`src/rtl/rxm_pkg.sv`:
```
package rxm_pkg;

  localparam int unsigned POS_W      = 9;
  localparam int unsigned FRM_W      = 5;
  localparam int unsigned SLOT_BITS  = 8;
  localparam int unsigned BIT_W      = $clog2(SLOT_BITS);
  localparam int unsigned E1_SLOTS   = 32;
  localparam int unsigned T1_SLOTS   = 24;
  localparam int unsigned SLOT_W     = $clog2(E1_SLOTS);
  localparam int unsigned E1_FLEN    = E1_SLOTS * SLOT_BITS;
  localparam int unsigned T1_FLEN    = T1_SLOTS * SLOT_BITS + 1;
  localparam int unsigned E1_MFLEN   = 16;
  localparam int unsigned T1_SF_LEN  = 12;
  localparam int unsigned T1_ESF_LEN = 24;
  localparam int unsigned CAS_SLOT   = 16;
  localparam int unsigned RBS_EVERY  = 6;

  typedef struct packed {
    logic t1;
    logic ext;
    logic mf_all;
    logic cas_mf;
    logic rbs_en;
  } rxm_mode_t;

endpackage

```
`src/rtl/rxm_rst_sync.sv`:
```
module rxm_rst_sync #(
  parameter int unsigned STAGES = 2
) (
  input  logic clk_i,
  input  logic rst_ni,
  output logic rst_sync_no
);

  logic [STAGES-1:0] sync_q;
  logic [STAGES-1:0] sync_d;

  always_comb begin
    sync_d = {sync_q[STAGES-2:0], 1'b1};
  end

  always_ff @(posedge clk_i or negedge rst_ni) begin
    if (!rst_ni) sync_q <= '0;
    else         sync_q <= sync_d;
  end

  assign rst_sync_no = sync_q[STAGES-1];

endmodule

```
`src/rtl/rxm_pos_ctr.sv`:
```
module rxm_pos_ctr
  import rxm_pkg::*;
#(
  parameter int unsigned PW = POS_W,
  parameter int unsigned FW = FRM_W
) (
  input  logic      clk_i,
  input  logic      rst_ni,
  input  logic      sync_i,
  input  rxm_mode_t mode_i,
  input  logic [PW-1:0] ofs_i,
  output logic [PW-1:0] pos_q,
  output logic [FW-1:0] frm_q,
  output logic [PW-1:0] pos_d,
  output logic [FW-1:0] frm_d
);

  logic [PW:0]   flen, ofs_m, start, pos_inc;
  logic [FW-1:0] mflen;
  logic [FW:0]   frm_inc;
  logic          adv_en;

  always_comb begin
    flen  = mode_i.t1 ? (PW+1)'(T1_FLEN) : (PW+1)'(E1_FLEN);
    mflen = !mode_i.t1 ? FW'(E1_MFLEN) : (mode_i.ext ? FW'(T1_ESF_LEN) : FW'(T1_SF_LEN));
    // offset reduced modulo frame length (valid for offsets below 2*L)
    ofs_m = ({1'b0, ofs_i} >= flen) ? {1'b0, ofs_i} - flen : {1'b0, ofs_i};
    start = flen - ofs_m + (PW+1)'(1);
    if (start >= flen) start = start - flen;
    pos_inc = {1'b0, pos_q} + (PW+1)'(1);
    frm_inc = {1'b0, frm_q} + (FW+1)'(1);
    adv_en  = 1'b1;
    pos_d   = pos_q;
    frm_d   = frm_q;
    if (sync_i) begin
      pos_d = start[PW-1:0];
      frm_d = (ofs_m == '0 || start == '0) ? '0 : mflen - FW'(1);
    end else if (adv_en) begin
      if (pos_inc >= flen) begin
        pos_d = '0;
        frm_d = (frm_inc >= {1'b0, mflen}) ? '0 : frm_inc[FW-1:0];
      end else begin
        pos_d = pos_inc[PW-1:0];
      end
    end
  end

  always_ff @(posedge clk_i or negedge rst_ni) begin
    if (!rst_ni) begin
      pos_q <= '0;
      frm_q <= '0;
    end else begin
      pos_q <= pos_d;
      frm_q <= frm_d;
    end
  end

  AST_FRAME_WRAP: assert property (@(posedge clk_i) disable iff (!rst_ni) (!sync_i && {1'b0, pos_q} == flen - (PW+1)'(1)) |=> (pos_q == '0)) else $error("frame wrap");
  AST_BIT_STEP: assert property (@(posedge clk_i) disable iff (!rst_ni) (!sync_i && pos_inc < flen) |=> (pos_q == $past(pos_q) + PW'(1))) else $error("bit step");
  AST_SYNC_OFS1: assert property (@(posedge clk_i) disable iff (!rst_ni) (sync_i && ofs_i == PW'(1)) |=> (pos_q == '0 && frm_q == '0)) else $error("sync align");

endmodule

```
`src/rtl/rxm_mark_dec.sv`:
```
module rxm_mark_dec
  import rxm_pkg::*;
#(
  parameter int unsigned PW    = POS_W,
  parameter int unsigned FW    = FRM_W,
  parameter int unsigned NSLOT = E1_SLOTS
) (
  input  logic      clk_i,
  input  logic      rst_ni,
  input  logic      sync_i,
  input  rxm_mode_t mode_i,
  input  logic [PW-1:0]    fm_pos_i,
  input  logic [NSLOT-1:0] mask_i,
  input  logic [PW-1:0]    pos_d,
  input  logic [FW-1:0]    frm_d,
  input  logic [PW-1:0]    pos_q,
  input  logic [FW-1:0]    frm_q,
  output logic             fm_q,
  output logic             mf_q,
  output logic             sig_q
);

  localparam logic [PW-1:0] CAS_POS = PW'(CAS_SLOT * SLOT_BITS);

  logic [NSLOT-1:0]  mask_ok;
  logic [PW-1:0]     k;
  logic [SLOT_W-1:0] slot;
  logic [BIT_W-1:0]  bitn;
  logic in_slot, rbs_frm, fm_d, mf_d, sig_d;

  // slots beyond the T1 count are disabled in T1 mode
  for (genvar g = 0; g < NSLOT; g++) begin : g_slot
    if (g < T1_SLOTS) begin : g_both
      assign mask_ok[g] = mask_i[g];
    end else begin : g_e1_only
      assign mask_ok[g] = mask_i[g] & ~mode_i.t1;
    end
  end

  always_comb begin
    in_slot = !(mode_i.t1 && pos_d == '0);
    k       = mode_i.t1 ? pos_d - PW'(1) : pos_d;
    slot    = SLOT_W'(k >> BIT_W);
    bitn    = k[BIT_W-1:0];
    rbs_frm = (FW'(frm_d % FW'(RBS_EVERY)) == FW'(RBS_EVERY - 1));
    fm_d    = (pos_d == fm_pos_i);
    if (mode_i.t1)
      mf_d = (pos_d == '0) && (frm_d == '0 || (!mode_i.mf_all && frm_d == FW'(T1_SF_LEN)));
    else
      mf_d = (frm_d == '0) && (pos_d == (mode_i.cas_mf ? CAS_POS : '0));
    if (mode_i.t1 && mode_i.rbs_en)
      sig_d = in_slot && (bitn == BIT_W'(SLOT_BITS - 1)) && rbs_frm;
    else
      sig_d = in_slot && mask_ok[slot];
  end

  always_ff @(posedge clk_i or negedge rst_ni) begin
    if (!rst_ni) begin
      fm_q  <= 1'b0;
      mf_q  <= 1'b0;
      sig_q <= 1'b0;
    end else begin
      fm_q  <= fm_d;
      mf_q  <= mf_d;
      sig_q <= sig_d;
    end
  end

  AST_FM_SINGLE: assert property (@(posedge clk_i) disable iff (!rst_ni) (fm_q && !sync_i && $stable(fm_pos_i)) |=> !fm_q) else $error("frame marker width");
  AST_SIG_FRAMING: assert property (@(posedge clk_i) disable iff (!rst_ni) ($past(mode_i.t1) && pos_q == '0) |-> !sig_q) else $error("framing bit marked");
  AST_RBS_LSB: assert property (@(posedge clk_i) disable iff (!rst_ni) ($past(mode_i.t1 && mode_i.rbs_en) && sig_q) |-> (pos_q[BIT_W-1:0] == '0 && pos_q != '0)) else $error("robbed bit position");
  AST_E1_MF_START: assert property (@(posedge clk_i) disable iff (!rst_ni) ($past(!mode_i.t1 && !mode_i.cas_mf) && mf_q) |-> (pos_q == '0 && frm_q == '0)) else $error("E1 begin position");

endmodule

```
`src/rtl/rxm_edge_launch.sv`:
```
module rxm_edge_launch (
  input  logic clk_i,
  input  logic rst_ni,
  input  logic neg_sel_i,
  input  logic mark_i,
  output logic mark_o
);

  logic neg_q;

  always_ff @(negedge clk_i or negedge rst_ni) begin
    if (!rst_ni) neg_q <= 1'b0;
    else         neg_q <= mark_i;
  end

  assign mark_o = neg_sel_i ? neg_q : mark_i;

  AST_NEG_TRACK: assert property (@(posedge clk_i) disable iff (!rst_ni) neg_q == mark_i) else $error("falling-edge copy lost");

endmodule

```
`src/rtl/rx_marker_gen.sv`:
```
module rx_marker_gen
  import rxm_pkg::*;
#(
  parameter int unsigned PW    = POS_W,
  parameter int unsigned FW    = FRM_W,
  parameter int unsigned NSLOT = E1_SLOTS
) (
  input  logic             clk_i,
  input  logic             rst_ni,
  input  logic             sync_i,
  input  logic             t1_mode_i,
  input  logic             t1_ext_i,
  input  logic             t1_mf_all_i,
  input  logic             e1_cas_mf_i,
  input  logic             rbs_en_i,
  input  logic             fm_negedge_i,
  input  logic [PW-1:0]    fm_pos_i,
  input  logic [PW-1:0]    ofs_i,
  input  logic [NSLOT-1:0] slot_mask_i,
  output logic             frame_mark_o,
  output logic             mf_begin_o,
  output logic             sig_mark_o
);

  rxm_mode_t     mode;
  logic          rst_n_int;
  logic [PW-1:0] pos_q, pos_d;
  logic [FW-1:0] frm_q, frm_d;
  logic          fm_r;

  assign mode = '{t1: t1_mode_i, ext: t1_ext_i, mf_all: t1_mf_all_i,
                  cas_mf: e1_cas_mf_i, rbs_en: rbs_en_i};

  rxm_rst_sync #(.STAGES(2)) u_rst (
    .clk_i(clk_i), .rst_ni(rst_ni), .rst_sync_no(rst_n_int)
  );

  rxm_pos_ctr #(.PW(PW), .FW(FW)) u_ctr (
    .clk_i(clk_i), .rst_ni(rst_n_int), .sync_i(sync_i), .mode_i(mode),
    .ofs_i(ofs_i), .pos_q(pos_q), .frm_q(frm_q), .pos_d(pos_d), .frm_d(frm_d)
  );

  rxm_mark_dec #(.PW(PW), .FW(FW), .NSLOT(NSLOT)) u_dec (
    .clk_i(clk_i), .rst_ni(rst_n_int), .sync_i(sync_i), .mode_i(mode),
    .fm_pos_i(fm_pos_i), .mask_i(slot_mask_i), .pos_d(pos_d), .frm_d(frm_d),
    .pos_q(pos_q), .frm_q(frm_q), .fm_q(fm_r), .mf_q(mf_begin_o), .sig_q(sig_mark_o)
  );

  rxm_edge_launch u_fm_edge (
    .clk_i(clk_i), .rst_ni(rst_n_int), .neg_sel_i(fm_negedge_i),
    .mark_i(fm_r), .mark_o(frame_mark_o)
  );

endmodule

```
`config.mk`:
```
export PLATFORM = sky130hd
export DESIGN_NAME = rx_marker_gen
export DESIGN_NICKNAME = d
export VERILOG_FILES = /design/src/rtl/rxm_pkg.sv /design/src/rtl/rxm_rst_sync.sv /design/src/rtl/rxm_pos_ctr.sv /design/src/rtl/rxm_mark_dec.sv /design/src/rtl/rxm_edge_launch.sv /design/src/rtl/rx_marker_gen.sv
export SDC_FILE = /design/constraint.sdc
export NUM_CORES = 1
export LEC_CHECK = 0
export BUFFER_PORTS_ARGS = -buffer_cell sky130_fd_sc_hd__clkbuf_2
export CAP_MARGIN = 20
export CORE_MARGIN = 10
export CORE_UTILIZATION = 33
export CTS_CLUSTER_DIAMETER = 80
export CTS_CLUSTER_SIZE = 40
export DETAILED_ROUTE_END_ITERATION = 12
export RECOVER_POWER = 50
export SLEW_MARGIN = 30
export SYNTH_ARGS = -nofsm -noshare
export SYNTH_HDL_FRONTEND = slang
export SYNTH_HIERARCHICAL = 1
export SYNTH_SLANG_ARGS = --single-unit
```
`constraint.sdc`:
```
create_clock -name clk_i -period 2.52 [get_ports clk_i]
set_clock_uncertainty 0.2 [all_clocks]
set_input_delay 0.504 -clock clk_i [delete_from_list [all_inputs] [get_ports clk_i]]
set_output_delay 0.504 -clock clk_i [all_outputs]
set_load 0.1 [all_outputs]
```
# Word-level counts from Yosys, hierarchy flattened
# Cells that the tools add are included.
# Widths: inputs -> output; s select.
# word_totals
reg_bits,20
input_bits,59
output_inout_bits,3
wordCells,69
# op_classes
n_addsub,8
div_mod_pow,1
magnitude_cmp,5
eq_ne,5
mux,18
n_bitwise,9
reduce_logical,16
# ops
op,count
$mux 5,6
$mux 9,3
$ge 10x10->1,2
$logic_not 10->1,2
$mux 10,2
$sub 10x10->10,2
$mux 8,2
$add 10x1->10 const B,1
$add 9x1->10 const B,1
$ge 9x10->1,1
$sub 9x10->10,1
$eq 9x8->1,1
$eq 9x9->1,1
$logic_not 9->1,1
$and 1x1->1,8
$logic_and 1x1->1,8
$sub 8x1->8 const B,1
$add 5x1->6 const B,1
$ge 6x5->1,1
$lt 5x6->1 const B,1
$bmux 1 s5,1
$eq 5x3->1 const B,1
$eq 5x4->1 const B,1
$logic_not 5->1,1
7 further kinds,12

# Logic depth before layout (Yosys ltp)
# depth
word_depth,16
ltp_mapped,37
ltp_nobuf,34

# Cells and area by module
# Netlist, hierarchy kept.
# by_module_without_submodules
mod,n_inst,cells_each,area_each_um2,seq_area_each_um2
rxm_pos_ctr,1,296,2297.2,350.3
rxm_mark_dec,1,139,1071.0,75.1
rxm_rst_sync,1,3,53.8,50.0
rxm_edge_launch,1,2,40.0,25.0

==> impl_metrics.sql <==
INSERT INTO impl_metrics (metric_group, metric, value, unit) VALUES
('synthesis', 'ys_seq_elements', '20', ''),
('synthesis', 'synth.yosys.seq_area_share', '14.46', '%'),
('grt', 'grt_overall_usage', '16.63', '%'),
('worst_setup_path', 'cpMaxStageDelayCell', 'nor4b_4', ''),
('worst_setup_path', 'critical_path_required_time', '2520', 'ps'),
('route', 'drt-wirelength-per-cell', '15.95', 'µm'),
('layout', 'antenna_cells', '0', ''),
('route', 'drt_first_pass_iters', '5', ''),
('status', 'failed_checks', 'setup timing', ''),
('synthesis', 'syn_inst', '440', ''),
('power', 'power.sequential.fraction', '8.9', '%'),
('worst_setup_path', 'maximum_fanout_along_the_worst_path', '5', ''),
('synthesis', 'mean_post_synth_cell_area', '7.868', 'µm²'),
('synthesis', 'synth.lib_cells_used.distinct', '75', ''),
('worst_setup_path', 'critical-path-top-cell-by-count', 'inv_2', ''),
('sta', 'worst_hold_slack', '160.0', 'ps'),
('die', 'height_of_the_die', '122.4', 'µm'),
('synthesis', 'synth_async_sr_flop_share', '100.0', '%'),
('clocking', 'h-tree-depth', '1', ''),
('die', 'floorplan.rows', '37', ''),
('die', 'num_io_pins', '62', ''),
('sta', 'final_critical_path_setup_slack', '-3902', 'ps'),
('status', 'run_status', 'finished, violations left', ''),
('synthesis', 'post_synth_and_or_nand_nor_area_fraction', '26.24', '%'),
('grt', 'maximum_number_of_pins_on_one_net_before_global_route_repair', '21', ''),
('layout', 'layout.cell_area.non_filler', '0.006385', 'mm²'),
('route', 'drt-total-wl', '13670', 'µm'),
('synthesis', 'synth_enable_flop_cells', '0', ''),
('die', 'initial_cell_density_of_the_core', '33.69', '%'),
('die', 'core', '0.01028', 'mm²'),
('power', 'vdd_drop_max', '0.5186', 'mV'),
('clocking', 'cts.root.buffer_cell', 'clkbuf_8', ''),
('synthesis', 'synthMostInstantiatedCell', 'nand2_1', ''),
('synthesis', 'synth_top_cells_by_count', '50 x nand2_1, 30 x xnor2_1, 28 x ha_1', ''),
('synthesis', 'synth_top_cells_by_area', 'dfrtp_1 14%, ha_1 10%, xnor2_1 7.6%, nand2_1 5.4%, mux2i_1 4.6%', ''),
('sta', 'period_minus_slack', '6422', 'ps'),
('sta', 'final.period_utilization', '254.9', '%'),
('synthesis', 'post_synth_mux_area_share', '7.228', '%'),
('layout', 'fin_nets', '809', ''),
('sta', 'slew_violations', '0', ''),
('worst_setup_path', 'regToRegSetupSlack', '-1890', 'ps'),
('min_path', 'hold-path-endpoint', 'u_rst/sync_q[1]', ''),
('clocking', 'clock_sink_count', '20', ''),
('clocking', 'clkLatencyLatePin', '260', 'ps'),
('worst_setup_path', 'regToRegStartpoint', 'u_ctr/pos_q[3]', ''),
('power', 'netSwitchingFraction', '43.02', '%'),
('route', 'drt_drc_violations_left', '0', ''),
('worst_setup_path', 'start_kind', 'input port', ''),
('min_path', 'hold_path_startpoint', 'u_rst/sync_q[0]', ''),
('power', 'part_of_the_total_power_dissipated_in_combinational_logic', '85.2', '%'),
('synthesis', 'yosysTopAreaCell', 'dfrtp_1', ''),
('placement', 'post-dp-hpwl', '9906', 'µm'),
('route', 'drt_first_iter_violations', '313', ''),
('sta', 'max_freq', '155.7', 'MHz'),
('sta', 'unrepaired_setup_endpoints_after_global_routing', 'yes', ''),
('synthesis', 'synth_adder_area_share', '10.12', '%'),
('synthesis', 'synth_top_area_share', '13.73', '%'),
('clocking', 'cts_tree', 'done', ''),
('sta', 'setup_viol', '18', ''),
('worst_setup_path', 'timing.critical_path.slowest_cell_delay', '380', 'ps'),
('power', 'p_total', '5.441', 'mW'),
('worst_setup_path', 'worstRegToRegCells', '19', ''),
('power', 'power_report.internal_total', '3.101', 'mW'),
('placement', 'io_buffers', '61', ''),
('sta', 'max_slew.worst_pin.slew', '997.7', 'ps'),
('synthesis', 'dominant_combinational_cell_family_by_area_after_synthesis', 'simple AND/OR/NAND/NOR gates', ''),
('placement', 'post_detailed_placement_cell_area', '0.005284', 'mm²'),
('sta', 'max_slew_margin', '33.48', '%'),
('worst_setup_path', 'worst_endpoint_data_arrival_time', '6420', 'ps'),
('layout', 'layout-drive-gt1-share', '54.79', '%'),
('min_path', 'worst_hold_path.num_cells', '0', '');
## worst max-delay path: cells and delay by family
family                     cells  cell delay, ps
AOI/OAI and AO/OA             13            1940
xor gates and xnor gates       1             150
adders and majority gates      5            1240
buffers and inverters          6             610
muxes                          1             320
and+or+nand+nor                8            1650
## sequential cells by signal (all words and copies together) (netlist names)
| name | flops |
|---|---|
| u_dec/fm_q | 1 |
| u_fm_edge/neg_q | 1 |
| u_dec/sig_q | 1 |
| u_rst/sync_q | 2 |
| u_ctr/pos_q | 9 |
| u_dec/mf_q | 1 |
| u_ctr/frm_q | 5 |
## layout make-up
class                   count  area [µm²]  area share [%]
flip-flops and latches     20       500.5           7.839
inverters                  18       71.32           1.117
clock inverters             1       30.03          0.4703
multi-input cells         386        3377           52.89
well taps                 136       170.2           2.665
repair buffers            293        2195           34.37
clock buffers               3       41.29          0.6467
## routing by layer
layer | global-route usage, % | share of wire, %
met5 | 0 | 0
met4 | 2.283 | 1.2
met3 | 1.607 | 4.8
met2 | 29.68 | 50
met1 | 21.64 | 44
## what timing repair did
action / in CTS / in global routing
hold endpoints to repair: 2 / 0
gates resized for setup: 72 / 38
pin swaps: 44 / 22
hold buffers: 1 / 0
setup endpoints to repair: 18 / 18
setup buffers: 49 / 25
## cell families (layout without fill, tap and decap cells)
group | after synthesis | in the layout
buf+inv | 34 | 315
simple gates | 170 | 170
xor+xnor | 47 | 47
other cells | 1 | 1
flops | 20 | 20
compound gates | 119 | 119
fa+ha+maj | 28 | 28
mux | 21 | 21
## power by group through the flow
stage                     clock network (mW)  logic, mW  registers [mW]
after floorplan                            0       2.05           0.544
after global placement                     0       3.40           0.486
after detailed placement                   0       3.48           0.486
after CTS                              0.332       4.22           0.483
after global routing                   0.344       4.95           0.496
final                                  0.324       4.63           0.483
## through the flow
step	util, %	cells	worst slack [ps]	TNS (ps)
2_1_floorplan	-	440	-4130	-43330
3_3_place_gp	51.41	785	-4275	-48120
3_5_place_dp	51.41	785	-4403	-50120
4_1_cts	58.97	836	-3765	-41520
5_1_grt	62.13	857	-4074	-46130
6_report	62.13	857	-3902	-43710
## worst max-delay path by stage
stage | startpoint | end | slack, ps | cells past startpoint
5_1_grt | t1_mode_i | u_dec/sig_q | -4070 | 34
4_1_cts | t1_mode_i | u_dec/sig_q | -3770 | 33
2_1_floorplan | t1_mode_i | u_dec/sig_q | -4130 | 31
3_5_place_dp | t1_mode_i | u_dec/sig_q | -4400 | 33
6_report | t1_mode_i | u_dec/sig_q | -3900 | 34
3_3_place_gp | t1_mode_i | u_dec/sig_q | -4270 | 32
## cells in the final DEF, fill, tap and decap left out, drive strengths merged, types with 9 or more instances in the layout
cell type  count
o21ai         27
ha            28
mux2i         16
xor2          14
dfrtp         19
buf          231
clkbuf        64
a21oi         24
nand3         24
nor2          27
or3            9
nand2         50
xnor2         32
inv           17
nand2b        10
(Power assumes the default switching activity.)
